--- config.mk ---
export PLATFORM = sky130hd
export DESIGN_NAME = spi_ctl_pinmux
export DESIGN_NICKNAME = d
export VERILOG_FILES = /design/src/rtl/spi_ctl_pkg.sv /design/src/rtl/spi_ctl_reg.sv /design/src/rtl/spi_ctl_irq.sv /design/src/rtl/spi_pin_cell.sv /design/src/rtl/spi_ctl_pinmux.sv
export SDC_FILE = /design/constraint.sdc
export NUM_CORES = 1
export LEC_CHECK = 0
export CAP_MARGIN = 0
export CORE_MARGIN = 5
export CORE_UTILIZATION = 38
export DETAILED_ROUTE_END_ITERATION = 7
export HOLD_SLACK_MARGIN = 0.1
export PLACE_DENSITY_LB_ADDON = 0.15
export SYNTH_ARGS = -nofsm -noshare
export SYNTH_HDL_FRONTEND = slang
export SYNTH_HIERARCHICAL = 1
export SYNTH_SLANG_ARGS = --single-unit
export TNS_END_PERCENT = 100
--- constraint.sdc ---
create_clock -name clk -period 4.15 [get_ports clk]
set_clock_uncertainty 0.05 [all_clocks]
set_input_delay 0.83 -clock clk [delete_from_list [all_inputs] [get_ports clk]]
set_output_delay 0.83 -clock clk [all_outputs]
set_load 0.02 [all_outputs]
--- src/rtl/spi_ctl_pkg.sv ---
package spi_ctl_pkg;
  localparam int REG_W   = 8;
  localparam int NPADS   = 4;
  localparam int RATE_W  = 2;
  localparam logic [REG_W-1:0] CTRL_RST = 8'h04;

  localparam int B_IE   = 7;
  localparam int B_EN   = 6;
  localparam int B_OD   = 5;
  localparam int B_MST  = 4;
  localparam int B_POL  = 3;
  localparam int B_PHA  = 2;
  localparam int B_RATE = 0;

  localparam int PAD_DIN  = 0;
  localparam int PAD_DOUT = 1;
  localparam int PAD_CLK  = 2;
  localparam int PAD_SEL  = 3;

  typedef enum logic [1:0] {ROLE_IN, ROLE_OUT, ROLE_SEL} pad_role_e;

  function automatic pad_role_e role_of(input int idx, input logic master);
    pad_role_e r;
    r = ROLE_IN;
    if (idx == PAD_DOUT) r = ROLE_OUT;
    else if (idx == PAD_CLK) r = master ? ROLE_OUT : ROLE_IN;
    else if (idx == PAD_SEL) r = master ? ROLE_SEL : ROLE_IN;
    return r;
  endfunction
endpackage

--- src/rtl/spi_ctl_reg.sv ---
module spi_ctl_reg
  import spi_ctl_pkg::*;
(
  input  logic             clk,
  input  logic             rst,
  input  logic             wr_en,
  input  logic [REG_W-1:0] wr_data,
  output logic [REG_W-1:0] ctrl_q,
  output logic [REG_W-1:0] ctrl_nxt
);
  assign ctrl_nxt = wr_en ? wr_data : ctrl_q;

  always_ff @(posedge clk) begin
    if (rst) ctrl_q <= CTRL_RST;
    else     ctrl_q <= ctrl_nxt;
  end


  a_r2_reset_word: assert property (@(posedge clk) rst |=> ctrl_q == CTRL_RST);

  a_r1_write_lands: assert property (@(posedge clk) disable iff (rst)
    wr_en |=> ctrl_q == $past(wr_data));
  a_r1_hold_word: assert property (@(posedge clk) disable iff (rst)
    !wr_en |=> $stable(ctrl_q));
endmodule

--- src/rtl/spi_ctl_irq.sv ---
module spi_ctl_irq (
  input  logic clk,
  input  logic rst,
  input  logic irq_en,
  input  logic irq_mask,
  input  logic xfer_done,
  input  logic mode_fault,
  output logic irq_q
);
  always_ff @(posedge clk) begin
    if (rst) irq_q <= 1'b0;
    else     irq_q <= irq_en & ~irq_mask & (xfer_done | mode_fault);
  end


  a_r3_mask_blocks: assert property (@(posedge clk) disable iff (rst)
    (irq_mask || !irq_en) |=> !irq_q);
  a_r3_flag_raises: assert property (@(posedge clk) disable iff (rst)
    (irq_en && !irq_mask && (xfer_done || mode_fault)) |=> irq_q);
endmodule

--- src/rtl/spi_pin_cell.sv ---
module spi_pin_cell
  import spi_ctl_pkg::*;
#(
  parameter int IDX = 0
) (
  input  logic clk,
  input  logic rst,
  input  logic enable,
  input  logic master,
  input  logic open_drain,
  input  logic dir,
  input  logic gpio_val,
  input  logic spi_val,
  output logic oe_q,
  output logic val_q,
  output logic od_q
);
  pad_role_e role;
  logic      drv, dat;

  always_comb begin
    role = role_of(IDX, master);
    drv  = 1'b0;
    dat  = 1'b0;
    if (!enable) begin
      drv = dir;
      dat = gpio_val;
    end else begin
      unique case (role)
        ROLE_OUT: begin drv = dir; dat = spi_val;  end
        ROLE_SEL: begin drv = dir; dat = gpio_val; end
        default:  begin drv = 1'b0; dat = 1'b0;    end
      endcase
    end
  end

  always_ff @(posedge clk) begin
    if (rst) begin
      oe_q  <= 1'b0;
      val_q <= 1'b0;
      od_q  <= 1'b0;
    end else begin
      oe_q  <= drv & (~open_drain | ~dat);
      val_q <= dat & ~open_drain;
      od_q  <= open_drain;
    end
  end


  a_r5_input_undriven: assert property (@(posedge clk) disable iff (rst)
    (enable && role == ROLE_IN) |=> !oe_q);

  a_r6_dir_gates_drive: assert property (@(posedge clk) disable iff (rst)
    !dir |=> !oe_q);

  a_r8_od_low_only: assert property (@(posedge clk) disable iff (rst)
    od_q |-> !val_q);
endmodule

--- src/rtl/spi_ctl_pinmux.sv ---
module spi_ctl_pinmux
  import spi_ctl_pkg::*;
(
  input  logic              clk,
  input  logic              rst,
  input  logic              wr_en,
  input  logic [REG_W-1:0]  wr_data,
  output logic [REG_W-1:0]  rd_data,
  input  logic              xfer_done,
  input  logic              mode_fault,
  input  logic              irq_mask,
  input  logic [NPADS-1:0]  port_dir,
  input  logic [NPADS-1:0]  port_out,
  input  logic              shift_dout,
  input  logic              shift_sck,
  output logic [NPADS-1:0]  pad_oe,
  output logic [NPADS-1:0]  pad_val,
  output logic [NPADS-1:0]  pad_od,
  output logic              clk_idle_hi,
  output logic              clk_phase,
  output logic [RATE_W-1:0] rate_sel,
  output logic              master_mode,
  output logic              clk_gen_en,
  output logic              fault_det_en,
  output logic              irq
);
  logic [REG_W-1:0] ctrl_q, ctrl_nxt;
  logic [NPADS-1:0] spi_vals;
  logic             n_en, n_mst, n_od;

  spi_ctl_reg u_reg (
    .clk(clk), .rst(rst), .wr_en(wr_en), .wr_data(wr_data),
    .ctrl_q(ctrl_q), .ctrl_nxt(ctrl_nxt)
  );
  assign rd_data = ctrl_q;

  assign n_en  = ctrl_nxt[B_EN];
  assign n_mst = ctrl_nxt[B_MST];
  assign n_od  = ctrl_nxt[B_OD];

  spi_ctl_irq u_irq (
    .clk(clk), .rst(rst), .irq_en(ctrl_nxt[B_IE]), .irq_mask(irq_mask),
    .xfer_done(xfer_done), .mode_fault(mode_fault), .irq_q(irq)
  );

  always_comb begin
    spi_vals           = '0;
    spi_vals[PAD_DOUT] = shift_dout;
    spi_vals[PAD_CLK]  = shift_sck;
  end

  for (genvar i = 0; i < NPADS; i++) begin : g_pad
    spi_pin_cell #(.IDX(i)) u_cell (
      .clk(clk), .rst(rst), .enable(n_en), .master(n_mst),
      .open_drain(n_od), .dir(port_dir[i]), .gpio_val(port_out[i]),
      .spi_val(spi_vals[i]), .oe_q(pad_oe[i]), .val_q(pad_val[i]),
      .od_q(pad_od[i])
    );
  end

  always_ff @(posedge clk) begin
    if (rst) begin
      clk_idle_hi  <= 1'b0;
      clk_phase    <= CTRL_RST[B_PHA];
      rate_sel     <= '0;
      master_mode  <= 1'b0;
      clk_gen_en   <= 1'b0;
      fault_det_en <= 1'b0;
    end else begin
      clk_idle_hi  <= ctrl_nxt[B_POL];
      clk_phase    <= ctrl_nxt[B_PHA];
      rate_sel     <= ctrl_nxt[B_RATE +: RATE_W];
      master_mode  <= n_mst;
      clk_gen_en   <= n_en;
      fault_det_en <= n_en & n_mst & ~port_dir[PAD_SEL];
    end
  end


  a_r7_fault_pad_idle: assert property (@(posedge clk) disable iff (rst)
    fault_det_en |-> !pad_oe[PAD_SEL]);

  a_r10_gen_matches_word: assert property (@(posedge clk) disable iff (rst)
    clk_gen_en == rd_data[B_EN]);

  a_r9_idle_matches_word: assert property (@(posedge clk) disable iff (rst)
    clk_idle_hi == rd_data[B_POL]);
endmodule

== Word level (Yosys, flattened, before mapping) ==
Index checks and enable logic that the tools add are counted.

* Register bits: 25
* Bits in latches: 0
* Memory bits (writable): 0
* Bits in read-only memories: 0
* Bits of input ports: 24
* Word-level logic and storage cells: 61
* Memories: 0

* Add/subtract/negate cells: 0
* $mul: 0
* Div/mod/pow operators: 0
* Magnitude comparators: 0
* Equality and inequality tests: 4
* Shift-type cells: 0
* Multiplexer cells: 14
* Bitwise gates (word level): 24
* Reduce and logical (&&, ||, !) cells: 2

{| class="wikitable"
|+ Operators with widths
! cell !! count
|-
| $and 1x1->1 || 12
|-
| $mux 1 || 11
|-
| $mux 8 || 1
|-
| $not 1->1 || 7
|-
| $or 1x1->1 || 5
|-
| $eq 2x1->1 const B || 2
|-
| $eq 2x2->1 const B || 2
|-
| $reduce_or 2->1 || 2
|-
| $mux 2 || 1
|-
| $pmux 1 s2 || 1
|}

== Depth between registers and ports, before layout ==
* Depth in word-level cells: 8
* Mapped depth: 4

== Modules after synthesis ==
Netlist, hierarchy kept.

{| class="wikitable"
|+ Modules (own cells, without submodules)
! module !! instances !! cells an instance !! area each (um2) !! seq. area each (um2)
|-
| spi_ctl_reg || 1 || 25 || 315.3 || 160.2
|-
| spi_ctl_pinmux || 1 || 15 || 206.4 || 140.1
|-
| spi_pin_cell at g_pad[3].u_cell || 1 || 8 || 126.4 || 60.1
|-
| spi_pin_cell at g_pad[2].u_cell || 1 || 11 || 122.6 || 60.1
|-
| spi_pin_cell at g_pad[1].u_cell || 1 || 9 || 96.3 || 60.1
|-
| spi_pin_cell at g_pad[0].u_cell || 1 || 7 || 93.8 || 60.1
|-
| spi_ctl_irq || 1 || 3 || 38.8 || 20.0
|}

== Least setup slack after synthesis ==
OpenSTA, ideal clock, no wires.

* Path type: in2reg
* From: in wr_en
* To: reg g_pad[2].u_cell.oe_q
* Setup time: 0.103 ns
* Arrival time: 1.906 ns
* Required time: 3.997 ns
* Setup slack: 2.091 ns
* Stages on the path: 4
* Path through: buf_6 -> mux2_2 -> a21bo_1 -> a2111oi_2

* Elaborated cells on any way between the ends: 13

{| class="wikitable"
|+ RTL lines
! item !! RTL line !! text
|-
| start, declared || spi_ctl_pinmux.sv:6 || <nowiki>input logic wr_en,</nowiki>
|-
| $mux 8 || spi_ctl_reg.sv:11 || <nowiki>assign ctrl_nxt = wr_en ? wr_data : ctrl_q;</nowiki>
|-
| net ctrl_nxt[5] || spi_ctl_pinmux.sv:27 || <nowiki>logic [REG_W-1:0] ctrl_q, ctrl_nxt;</nowiki>
|-
| $not 1->1 || spi_pin_cell.sv:43 || <nowiki>oe_q <= drv & (~open_drain | ~dat);</nowiki>
|-
| $or 1x1->1 || spi_pin_cell.sv:43 ||
|-
| $and 1x1->1 || spi_pin_cell.sv:43 ||
|-
| end signal, assigned || spi_pin_cell.sv:43 ||
|-
| end, declared || spi_pin_cell.sv:14 || <nowiki>output logic oe_q,</nowiki>
|}

The timed path passes the listed nets, and every way through them passes these cells.
A chain may end at the register's enable or synchronous reset.

== Final worst setup path ==
Ends and elaborated chain as after synthesis.

==> metrics.md <==
| Metric | Value |
|---|---|
| Worst skew pair latency | `0.31 ns` |
| Power share of the combinational group | `22.6%` |
| Final min period | `2.437 ns` |
| Sequential share of power | `57.0%` |
| Core area | `2500 µm²` |
| Hold Buf Count CTS | `0` |
| Hpwl dp | `1.628 mm` |
| GRT Total Usage | `12.08%` |
| IO buf count | `51` |
| Seq. cell area | `560.5 µm²` |
| Buffers & Inverters on Critical Path | `1` |
| I/O Pins | `52` |
| Yosys warning total | `6` |
| Number of fill cells | `238` |
| Synth Net Count | `101` |
| Pin count of the biggest net entering global routing | `29` |
| Net Switching | `0.1235 mW` |
| H-tree depth | `1` |
| Post-Syn Area per Cell | `12.93 µm²` |
| Internal | `0.3828 mW` |
| Power, Total | `0.5063 mW` |
| Final nets | `156` |
| First-pass GRT wire length | `3.291 mm` |
| Crit Path Max Fanout | `13` |
| Number of global-route vias before repair | `703` |
| Status | `complete, no violations` |
| Worst min path class | `reg -> reg` |
| Vias/cell | `4.531` |
| Grt total ovfl | `0` |
| Synthesized area | `996.0 µm²` |
| CTS Buffer Depth | `2` |
| Endpoints failing setup | `0` |
| Routed Antenna Nets | `0` |
| Slew at the pin with the worst max-slew slack | `0.9995 ns` |
| Clock transition at the registers of the reported paths | `0.13 ns` |
| Place WS | `1.367 ns` |
| Fmax | `410.4 MHz` |
| Number of buffers created by CTS | `3` |
| # clock sinks | `28` |
| PwrDens | `325.6 nW/µm²` |
| Initial antenna violation count | `0` |
| Relative slew slack | `33.16%` |
| Router iterations before antenna repair | `4` |
| Clock network power share | `20.4%` |
| Setup crit end kind | `flip-flop` |
| WL per Instance | `12.93 µm` |
| Unrepaired setup endpoints after global routing | `no` |
| R2r setup slk | `2.74 ns` |
| Final hold vios | `0` |
| Routed WL | `2.069 mm` |
| CP max stage delay | `0.71 ns` |
| Leakage Power | `0.6104 nW` |
| Area of the multi-input gates | `405.4 µm²` |
| Vias | `725` |
| DR iter-0 viols | `19` |
| Worst path slowest cell | `clkdlybuf4s50_1` |
| Setup_tns | `0 ns` |
| P&R area growth vs syn | `56.16%` |
| Gate count of the mapped netlist | `77` |
| Share of layout cells above drive strength 1 | `16.92%` |
| GP Congestion | `0.6707` |
| CP Cell Sequence | `clkdlybuf4s50_1 -> mux2_2 -> a21bo_1 -> a2111oi_2` |
| Final worst slack | `1.713 ns` |
| Post-CTS sizing | `0` |
| Ant. Diodes | `0` |
| WS Path Type | `in -> reg` |
| CP top delay family | `buffers and inverters` |
| FP Rows | `18` |
| Chip Height | `61.20 µm` |
| Initial Util | `39.84%` |
| Final Max Slew Viols | `0` |
| Critical path arrival | `2.61 ns` |
| Sw frac | `24.40%` |
| CTS tree | `yes` |
| Root Buffer | `clkbuf_4` |
| Worst vdd ir | `0.2365 mV` |
| Post-CTS Setup Inserts | `0` |
| Die Area | `3745 µm²` |
| Period utilisation layout | `58.72%` |
| DR DRC count | `0` |
| Max_cap viols | `0` |
| Most frequent cells in the layout | `clkdlybuf4s50_1, dfxtp_1, nor2b_1, mux2_2` |
| Commonest non-fill, non-tap cell in the layout | `clkdlybuf4s50_1` |
| Worst path required time | `4.32 ns` |
| Utilization of the core after routing | `62.21%` |
| CP startpoint kind | `input port` |
| Die W | `61.20 µm` |
[sequential cells by signal (all words and copies together) (netlist names)]
register	count
g_pad.u_cell/oe_q	4
fault_det_en	1
clk_gen_en	1
clk_phase	1
master_mode	1
u_irq/irq_q	1
u_reg/ctrl_q	8
g_pad.u_cell/od_q	4
clk_idle_hi	1
g_pad.u_cell/val_q	4
rate_sel	2
[worst min-delay path, delay by kind of cell, from the launching register on]
kind | cells | cell delay (ns)
DFF | 1 | 0.35
muxes | 1 | 0.15
and+or+nand+nor | 1 | 0.08
[metrics by stage]
stage               cell area [µm²]  hold WS, ns  cells
floorplan                     996.0       0.6544     77
global placement               1533       0.5067    157
detailed placement             1533       0.5209    157
CTS                            1555       0.5522    160
global route                   1555       0.5785    160
finish                         1555       0.5469    160
[final timing paths]
kind / startpoint / to / cells after the start
min: u_reg/ctrl_q[2] / clk_phase / 2
min reg2reg: u_reg/ctrl_q[2] / clk_phase / 2
max reg2reg: u_reg/ctrl_q[5] / g_pad[2].u_cell/oe_q / 3
max: wr_en / g_pad[2].u_cell/oe_q / 4
[layer usage]
metal	wire length, µm	global-route usage, %	vias up
met2	1059	21.15	27
met3	202	5.870	2
met4	12	2.786	0
li1	-	-	372
met5	0	0	-
met1	795	13.13	324
[power by group through the flow]
| stage | clock network (mW) | logic [mW] | registers (mW) |
|---|---|---|---|
| floorplan | 0 | 0.0346 | 0.315 |
| global placement | 0 | 0.114 | 0.295 |
| detailed placement | 0 | 0.116 | 0.295 |
| CTS | 0.110 | 0.116 | 0.289 |
| global route | 0.123 | 0.122 | 0.291 |
| finish | 0.103 | 0.114 | 0.289 |
[cell type report]
cell class,instances,share of cell area (%)
tap,30,2.414
multi-input combinational,43,26.07
inverter,5,1.207
timing repair buffer,51,32.82
sequential,28,36.04
clock buffer,3,1.448
Note: power is estimated with default switching activity, not from simulation.
